File: src/rtl/major_seq_pkg.sv
package major_seq_pkg;

    typedef enum logic [2:0] {
        MS_FETCH = 3'd0,
        MS_SRC   = 3'd1,
        MS_DST   = 3'd2,
        MS_EXEC  = 3'd3,
        MS_SERV  = 3'd4
    } major_e;

    typedef enum logic [1:0] {
        BK_NONE  = 2'd0,
        BK_READ  = 2'd1,
        BK_RDPW  = 2'd2,
        BK_WRHLD = 2'd3
    } bkind_e;

    typedef enum logic [1:0] {
        IC_NONE = 2'd0,
        IC_ONE  = 2'd1,
        IC_TWO  = 2'd2,
        IC_RSV  = 2'd3
    } iclass_e;

    typedef struct packed {
        logic   is_bus;
        bkind_e kind;
        logic   last;
    } step_t;

    localparam int MODE_W = 3;

    // number of minor steps an operand phase takes for a mode
    function automatic logic [2:0] opnd_len(input logic [MODE_W-1:0] m);
        case (m)
            3'd1:          return 3'd1;
            3'd2, 3'd4:    return 3'd2;
            3'd3, 3'd5,
            3'd6:          return 3'd3;
            3'd7:          return 3'd4;
            default:       return 3'd0;
        endcase
    endfunction

    // whether minor step idx of an operand phase is a bus step
    function automatic logic opnd_bus(input logic [MODE_W-1:0] m, input logic [2:0] idx);
        case (m)
            3'd1:                    return 1'b1;
            3'd2, 3'd3, 3'd4, 3'd5:  return idx != 3'd0;
            3'd6, 3'd7:              return idx != 3'd1;
            default:                 return 1'b0;
        endcase
    endfunction

endpackage

File: src/rtl/seq_plan.sv
module seq_plan
    import major_seq_pkg::*;
#(
    parameter int STEP_W = 3
) (
    input  major_e              cur,
    input  logic [STEP_W-1:0]   idx,
    input  logic [MODE_W-1:0]   src_m,
    input  logic [MODE_W-1:0]   dst_m,
    input  logic                wb,
    output step_t               plan
);
    logic [2:0] len;
    logic       bus;

    always_comb begin
        len = 3'd1;
        bus = 1'b0;
        case (cur)
            MS_FETCH: begin len = 3'd2; bus = (idx == '0); end
            MS_SRC:   begin len = opnd_len(src_m); bus = opnd_bus(src_m, idx[2:0]); end
            MS_DST:   begin len = opnd_len(dst_m); bus = opnd_bus(dst_m, idx[2:0]); end
            MS_EXEC:  begin
                len = (wb && dst_m != '0) ? 3'd2 : 3'd1;
                bus = (idx != '0);
            end
            MS_SERV:  begin len = 3'd2; bus = 1'b1; end
            default:  begin len = 3'd1; bus = 1'b0; end
        endcase
    end

    always_comb begin
        plan.is_bus = bus;
        plan.last   = (idx[2:0] == len - 3'd1);
        if (!bus)
            plan.kind = BK_NONE;
        else if (cur == MS_EXEC)
            plan.kind = BK_WRHLD;
        else if (cur == MS_DST && plan.last)
            plan.kind = BK_RDPW;
        else
            plan.kind = BK_READ;
    end
endmodule

File: src/rtl/seq_state.sv
module seq_state
    import major_seq_pkg::*;
#(
    parameter int STEP_W = 3
) (
    input  logic                clk,
    input  logic                rst,
    input  step_t               plan,
    input  logic                bus_done,
    input  logic                irq_pend,
    input  logic [1:0]          cls_in,
    input  logic [MODE_W-1:0]   src_in,
    input  logic [MODE_W-1:0]   dst_in,
    input  logic                wb_in,
    output major_e              cur,
    output logic [STEP_W-1:0]   idx,
    output logic [MODE_W-1:0]   src_q,
    output logic [MODE_W-1:0]   dst_q,
    output logic                wb_q
);
    iclass_e            cls_q;
    iclass_e            cls_e;
    logic [MODE_W-1:0]  src_e, dst_e;
    logic               step_done;
    logic               capture;
    logic               has_src, has_dst;
    major_e             nxt;

    assign step_done = plan.is_bus ? bus_done : 1'b1;
    assign capture   = (cur == MS_FETCH) && step_done && plan.last;

    // decode values in force: live inputs at the end of Fetch, captured later
    assign cls_e = capture ? iclass_e'(cls_in) : cls_q;
    assign src_e = capture ? src_in : src_q;
    assign dst_e = capture ? dst_in : dst_q;

    assign has_src = (cls_e == IC_TWO) && (src_e != '0);
    assign has_dst = (cls_e == IC_ONE || cls_e == IC_TWO) && (dst_e != '0);

    always_comb begin
        case (cur)
            MS_FETCH: nxt = has_src ? MS_SRC : (has_dst ? MS_DST : MS_EXEC);
            MS_SRC:   nxt = has_dst ? MS_DST : MS_EXEC;
            MS_DST:   nxt = MS_EXEC;
            MS_EXEC:  nxt = irq_pend ? MS_SERV : MS_FETCH;
            default:  nxt = MS_FETCH;
        endcase
    end

    always_ff @(posedge clk) begin
        if (rst) begin
            cur   <= MS_FETCH;
            idx   <= '0;
            cls_q <= IC_NONE;
            src_q <= '0;
            dst_q <= '0;
            wb_q  <= 1'b0;
        end else begin
            if (capture) begin
                cls_q <= iclass_e'(cls_in);
                src_q <= src_in;
                dst_q <= dst_in;
                wb_q  <= wb_in;
            end
            if (step_done) begin
                if (plan.last) begin
                    cur <= nxt;
                    idx <= '0;
                end else begin
                    idx <= idx + 1'b1;
                end
            end
        end
    end


    bus_wait_hold_chk: assert property (@(posedge clk) disable iff (rst)
        (plan.is_bus && !bus_done) |=> ($stable(cur) && $stable(idx)));


    src_entry_chk: assert property (@(posedge clk) disable iff (rst)
        (cur == MS_SRC && $past(cur) != MS_SRC) |-> $past(cur) == MS_FETCH);


    exec_exit_chk: assert property (@(posedge clk) disable iff (rst)
        ($past(cur) == MS_EXEC && cur != MS_EXEC) |-> (cur == MS_FETCH || cur == MS_SERV));


    serv_cause_chk: assert property (@(posedge clk) disable iff (rst)
        (cur == MS_SERV && $past(cur) == MS_EXEC) |-> $past(irq_pend));


    serv_exit_chk: assert property (@(posedge clk) disable iff (rst)
        ($past(cur) == MS_SERV && cur != MS_SERV) |-> cur == MS_FETCH);
endmodule

File: src/rtl/seq_addr_hold.sv
module seq_addr_hold
    import major_seq_pkg::*;
#(
    parameter int ADDR_W = 16
) (
    input  logic              clk,
    input  logic              rst,
    input  bkind_e            kind,
    input  logic              bus_done,
    input  logic [ADDR_W-1:0] addr_in,
    output logic [ADDR_W-1:0] bus_addr
);
    logic [ADDR_W-1:0] held_q;
    logic              is_read;

    assign is_read = (kind == BK_READ) || (kind == BK_RDPW);

    always_ff @(posedge clk) begin
        if (rst)
            held_q <= '0;
        else if (is_read && bus_done)
            held_q <= addr_in;
    end

    assign bus_addr = (kind == BK_WRHLD) ? held_q : addr_in;


    held_during_write_chk: assert property (@(posedge clk) disable iff (rst)
        (kind == BK_WRHLD && $past(kind) == BK_WRHLD) |-> $stable(bus_addr));
endmodule

File: src/rtl/major_seq.sv
module major_seq
    import major_seq_pkg::*;
#(
    parameter int ADDR_W = 16,
    parameter int STEP_W = 3
) (
    input  logic              clk,
    input  logic              rst,
    input  logic [1:0]        ins_class,
    input  logic [2:0]        src_mode,
    input  logic [2:0]        dst_mode,
    input  logic              wr_back,
    input  logic              bus_done,
    input  logic              irq_pend,
    input  logic [ADDR_W-1:0] addr_in,
    output logic [2:0]        major,
    output logic [STEP_W-1:0] step,
    output logic              bus_req,
    output logic [1:0]        bus_kind,
    output logic [ADDR_W-1:0] bus_addr
);
    major_e             cur;
    logic [STEP_W-1:0]  idx;
    logic [MODE_W-1:0]  src_q, dst_q;
    logic               wb_q;
    step_t              plan;

    seq_plan #(.STEP_W(STEP_W)) u_plan (
        .cur   (cur),
        .idx   (idx),
        .src_m (src_q),
        .dst_m (dst_q),
        .wb    (wb_q),
        .plan  (plan)
    );

    seq_state #(.STEP_W(STEP_W)) u_state (
        .clk      (clk),
        .rst      (rst),
        .plan     (plan),
        .bus_done (bus_done),
        .irq_pend (irq_pend),
        .cls_in   (ins_class),
        .src_in   (src_mode),
        .dst_in   (dst_mode),
        .wb_in    (wr_back),
        .cur      (cur),
        .idx      (idx),
        .src_q    (src_q),
        .dst_q    (dst_q),
        .wb_q     (wb_q)
    );

    seq_addr_hold #(.ADDR_W(ADDR_W)) u_hold (
        .clk      (clk),
        .rst      (rst),
        .kind     (plan.kind),
        .bus_done (bus_done),
        .addr_in  (addr_in),
        .bus_addr (bus_addr)
    );

    assign major    = cur;
    assign step     = idx;
    assign bus_req  = plan.is_bus;
    assign bus_kind = plan.kind;


    write_in_exec_chk: assert property (@(posedge clk) disable iff (rst)
        (bus_kind == 2'd3) |-> (major == 3'd3 && step != '0));


    rdpw_in_dst_chk: assert property (@(posedge clk) disable iff (rst)
        (bus_kind == 2'd2) |-> major == 3'd2);
endmodule

File: config.mk
export PLATFORM = sky130hd
export DESIGN_NAME = major_seq
export DESIGN_NICKNAME = d
export VERILOG_FILES = /design/src/rtl/major_seq_pkg.sv /design/src/rtl/seq_plan.sv /design/src/rtl/seq_state.sv /design/src/rtl/seq_addr_hold.sv /design/src/rtl/major_seq.sv
export SDC_FILE = /design/constraint.sdc
export NUM_CORES = 1
export LEC_CHECK = 0
export ABC_AREA = 1
export CORE_MARGIN = 2
export CORE_UTILIZATION = 51
export DETAILED_ROUTE_END_ITERATION = 10
export PLACE_DENSITY = 0.88
export REMOVE_ABC_BUFFERS = 1
export SYNTH_ARGS = -nofsm -noshare
export SYNTH_HDL_FRONTEND = slang
export SYNTH_SLANG_ARGS = --single-unit
File: constraint.sdc
create_clock -name clk -period 5.55 [get_ports clk]
set_input_delay 0.8325 -clock clk [delete_from_list [all_inputs] [get_ports clk]]
set_output_delay 0.8325 -clock clk [all_outputs]
set_load 0.01 [all_outputs]
; Word-level counts from Yosys, hierarchy flattened
; Cells that the tools add are included.
[word_totals]
ff_bits = 31
output_inout_bits = 25
elab_cells = 79
[classes]
n_addsub = 2
eq_ne = 25
muxes = 20
reduce_logical = 25
[ops]
columns = operator, n
row1 = one-hot mux 3 bit (4 select lines), 4
row2 = equality test 3 bit (second input constant), 9
row3 = equality test 3 x 2 -> 1 bit (second input constant), 6
row4 = two-way mux 16 bit, 1
row5 = two-way mux 3 bit, 5
row6 = nonzero test 3 bit, 4
row7 = two-way mux 2 bit, 5
row8 = OR reduction 2 bit, 5
row9 = equality test 3 x 1 -> 1 bit (second input constant), 3
row10 = OR reduction 4 bit, 2
row11 = logical AND 1 bit, 7
row12 = equality test 2 bit (second input constant), 3
row13 = zero test 3 bit, 2
row14 = one-hot mux 1 bit (3 select lines), 2
row15 = OR reduction 3 bit, 2
row16 = one-hot mux 1 bit (5 select lines), 1
row17 = equality test 2 x 1 -> 1 bit (second input constant), 2
row18 = adder 3 x 1 -> 3 bit (second input constant), 1
row19 = equality test 3 bit, 1
row20 = inequality test 3 x 1 -> 1 bit (second input constant), 1
row21 = subtractor 3 x 1 -> 3 bit (second input constant), 1
row22 = logical OR 1 bit, 2
row23 = two-way mux 1 bit, 2
row24 = AND reduction 2 bit, 1

; Logic depth before layout (Yosys ltp)
[depth]
ltp_word = 14
depth_mapped = 24
ltp_nobuf = 24

; Modules after synthesis
; Synthesis repeated with hierarchy kept, for this count alone.
[unflattened]
hier_cells = 329
area_unflattened_um2 = 2102.0
[modules_own_cells]
columns = module, n_inst, cells_each, area_each_um2, seq_area_each_um2
row1 = seq_addr_hold, 1, 138, 899.6, 320.3
row2 = seq_state, 1, 104, 725.7, 300.3
row3 = seq_plan, 1, 87, 476.7, 0.0

; Least setup slack after synthesis
; Ideal clock, no wire load.
[synth_timing]
kind = flip-flop to output port
from = register u_state.cur[1]
to = output bus_addr[10]
arrival_time_ps = 3070
t_required_ps = 4718
slack_ps = 1647
path_stages_with_launch = 18
path_buffers = 1
path_cell_list = dfxtp_1 nand2_2 nor2_2 inv_1 o22ai_1 a311oi_1 ha_1 xor2_1 inv_1 nand2_1 nand3_2 nor2_8 nand2_1 a21boi_0 ha_1 clkbuf_1 nand2_1 o21ai_0
[synth_via]
elab_chain_len = 11
[synth_lines]
columns = item, line
row1 = "start, declared", seq_state.sv:15  ; output major_e cur,
row2 = "start signal, assigned", seq_state.sv:67  ; cur <= nxt;
row3 = equality test 3 bit or zero test 3 bit (tied branches), seq_plan.sv:19  ; case (cur)
row4 = OR reduction 2 bit (no line), -
row5 = one-hot mux 3 bit (4 select lines), seq_plan.sv:19
row6 = subtractor 3 x 1 -> 3 bit, seq_plan.sv:34  ; plan.last = (idx[2:0] == len - 3'd1);
row7 = equality test 3 bit, seq_plan.sv:34
row8 = logical AND 1 bit, seq_plan.sv:39  ; else if (cur == MS_DST && plan.last)
row9 = two-way mux 2 bit, seq_plan.sv:39
row10 = two-way mux 2 bit, seq_plan.sv:37  ; else if (cur == MS_EXEC)
row11 = two-way mux 2 bit (*), seq_plan.sv:35  ; if (!bus)
row12 = via bus_kind[1], major_seq.sv:19  ; output logic [1:0] bus_kind,
row13 = equality test 2 bit (*), seq_addr_hold.sv:25  ; assign bus_addr = (kind == BK_WRHLD) ? held_q : addr_in;
row14 = two-way mux 16 bit (*), seq_addr_hold.sv:25
row15 = "end, declared", major_seq.sv:20  ; output logic [ADDR_W-1:0] bus_addr
; The timed path passes the listed nets; every way through them passes the cells marked *.

; Final worst setup path
[layout_timing]
from = register u_state.cur[1]
to = output bus_addr[6]
[layout_via]
elab_chain_len = 11
[layout_lines]
columns = item, line
row1 = equality test 3 bit or zero test 3 bit (tied branches), seq_plan.sv:19
row2 = OR reduction 2 bit (no line), -
row3 = one-hot mux 3 bit (4 select lines), seq_plan.sv:19
row4 = subtractor 3 x 1 -> 3 bit, seq_plan.sv:34
row5 = equality test 3 bit, seq_plan.sv:34
row6 = logical AND 1 bit, seq_plan.sv:39
row7 = two-way mux 2 bit, seq_plan.sv:39
row8 = two-way mux 2 bit, seq_plan.sv:37
row9 = two-way mux 2 bit (*), seq_plan.sv:35
row10 = equality test 2 bit (*), seq_addr_hold.sv:25
row11 = two-way mux 16 bit (*), seq_addr_hold.sv:25
; Mark *: on every way between the ends. The rest lies on a longest branch, timed or not.

==> metrics <==
Crit path largest cell delay 0.57 ns; post-CTS setup buffers 0; DR WL met2 2220 um; CP Class reg -> out; Routed Antenna Nets 0; Clock transition at path regs ~0.07 ns; H-tree depth 2; R2R cell count 18; Startpoint Class register; Syn Std Cell Area around 0.0019 mm^2; Hold Crit Endpoint u_state.wb_q; Placer Congestion around 0.9; Netlist cell types 30; Post-Syn Instances about 280; Top Metal Used met4; vias per inst 5.08; final cell count without fillers 381; post-layout min period between 4 and 5 ns; family with the most delay on the worst path buffers and inverters; clk buf depth 2; Hold Crit Class reg -> reg; vias in the first global route around 1,900; final slew viol count 0; Worst path slowest cell clkdlybuf4s50_1; Critical R2R Launch u_state.cur[1]; worst path arrival time between 3 and 4 ns; routed len/inst between 10 and 15 um; ant diodes 0; core area about 0.0036 mm^2; commonest non-fill, non-tap cells in the layout nand2_1 (64), clkdlybuf4s50_1 (53), inv_1 (40); Global Route Usage Sum 23.7%; dpl hpwl 3440 um; worst-path cell chain nand2_2 -> nor2_2 -> inv_1 -> o22ai_1 -> a311oi_1 -> ha_1 -> xor2_1 -> inv_1 -> nand2_1 -> nand3_2 -> nor2_8 -> nand2_1 -> a21boi_0 -> ha_1 -> buf_4 -> nand2_1 -> o21ai_0 -> clkdlybuf4s50_1; number of I/O port buffers between 50 and 60; hold path start u_state.wb_q; die span in y between 60 and 70 um; initial DRC count 78; pwr/cell area 602 mW/mm^2; area growth from synthesis to layout 36.1%; clk_lat worst skew around 0.29 ns; Pre-antenna DRT Iters 4; TritonCTS Buffers 5; static leakage 1.18 nW; Overflow after GRT 0; sequential element share of the synthesized area 32.7%; Nets about 370; Resized cells post-CTS 0; r2r setup slk between 1.5 and 2 ns; Worst EP required 4.72 ns; Cells after DPL 373; Crit Path Max Fanout 32; die width around 65 um; Slew HR about 50%; Top-Level Pins between 50 and 60; Period Utilization, post-route ~86%; worst hold path stage count 2; fin worst setup slack roughly 0.79 ns; Max IR drop VDD roughly 0.00025 V; wire length on met3 around 340 um; CTS tree done; Crit. End Element output pin; RSZ-0062 raised after global routing no; DRC viols 0; CTS Hold Buffers Added 0; row count 22; Final Setup Violations 0; share of cells above drive strength 1 between 10% and 20%; Worst-Margin Slew about 0.76 ns; setup_tns 0 ns; die area around 0.0042 mm^2; Peak Freq 210 MHz; commonest non-fill, non-tap cell in the layout nand2_1; worst path bufs/invs 4; DR vias roughly 1,900; # Max-Cap Violations 0; cell mode on critical path nand2_1; initial antenna violation count 0; hold slack a little over 0.5 ns; status complete, no violations; clock sink count 31; wl on met1 approximately 1900 um; final number of hold-violating endpoints 0; largest net degree at the start of global routing 33; Initial Util between 50% and 60%; final wirelength 4530 um; FF+latch count, synth 31; first-pass GRT wire length just under 8000 um; clock skew roughly 0.0063 ns; Post-Syn Area per Cell between 6 and 7 um^2; Ys Warns 0; Critical R2R Capture u_hold.held_q[2]; CTS root buf clkbuf_8; post-place setup slack about 1.1 ns
-- cells by family after synthesis --
| group | after synthesis | synth area share [%] |
|---|---|---|
| DFF | 31 | 32.7 |
| AOI/OAI and AO/OA | 64 | 19.1 |
| adders and majority gates | 6 | 3.96 |
| and+or+nand+nor | 120 | 31.9 |
| xor gates and xnor gates | 2 | 0.924 |
| buffers and inverters | 55 | 10.9 |
| muxes | 1 | 0.528 |
-- flip-flops by register name, indices dropped and copies added (netlist names) --
name,flops
u_hold.held_q,16
u_state.cls_q,2
u_state.cur,3
u_state.dst_q,3
u_state.idx,3
u_state.src_q,3
u_state.wb_q,1
-- worst min-delay path: cells and delay by family, from the launching register on --
kind             cells  cell delay [ns]
AND/OR/NAND/NOR      2             0.15
flip-flops           1             0.32
-- cell usage after synthesis, drive strengths merged --
cell type | count | share of area, %
a31oi | 1 | 0.33
o21ai | 36 | 9.5
a211oi | 1 | 0.40
o211ai | 1 | 0.66
xor2 | 2 | 0.92
nor3 | 3 | 1.1
mux2i | 1 | 0.53
o22ai | 1 | 0.33
nand3b | 4 | 1.6
a21oi | 22 | 7.0
clkbuf | 8 | 1.6
nor2 | 22 | 6.1
dfxtp | 31 | 33
a21boi | 1 | 0.40
ha | 6 | 4.0
a311oi | 1 | 0.46
nand2 | 71 | 16
nand3 | 20 | 7.7
inv | 47 | 9.3
-- power breakdown --
part	internal, mW	switching [mW]
combinational	0.359	0.561
sequential	0.321	0.0789
clock	0.145	0.0878
-- area by class of cell --
type	count	area [um^2]
multi-input cells	193	1070
fillers	285	1020
flip-flops and latches	31	621
repair buffers	54	538
inverters	47	176
clock buffers	6	82.6
well taps	48	60.1
clock inverters	2	35.0
-- worst max path at each step --
stage,from,cells after the start,slack (ns),endpoint
after floorplan,u_state.cur[1],15,1.45,bus_addr[0]
after global placement,u_state.cur[1],18,1.18,bus_addr[14]
after detailed placement,u_state.cur[1],18,1.12,bus_addr[7]
after CTS,u_state.cur[1],18,0.79,bus_addr[7]
after global routing,u_state.cur[1],18,0.39,bus_addr[15]
final,u_state.cur[1],18,0.79,bus_addr[6]
-- per-layer routing --
metal / vias up / global-route usage [%]
li1: 999 / -
met1: 865 / 26.9
met2: 62 / 41.1
met3: 10 / 7.29
met4: 0 / 9.31
met5: - / 0
-- metrics by stage --
step                utilization (%)  power, mW  area [um^2]
finish                         71.6       1.55         2580
CTS                            71.6       1.56         2580
detailed placement             68.4       1.32         2460
global placement               68.4       1.29         2460
floorplan                         -       1.05         1870
global route                   71.6       1.68         2580
(Power assumes the default switching activity.)
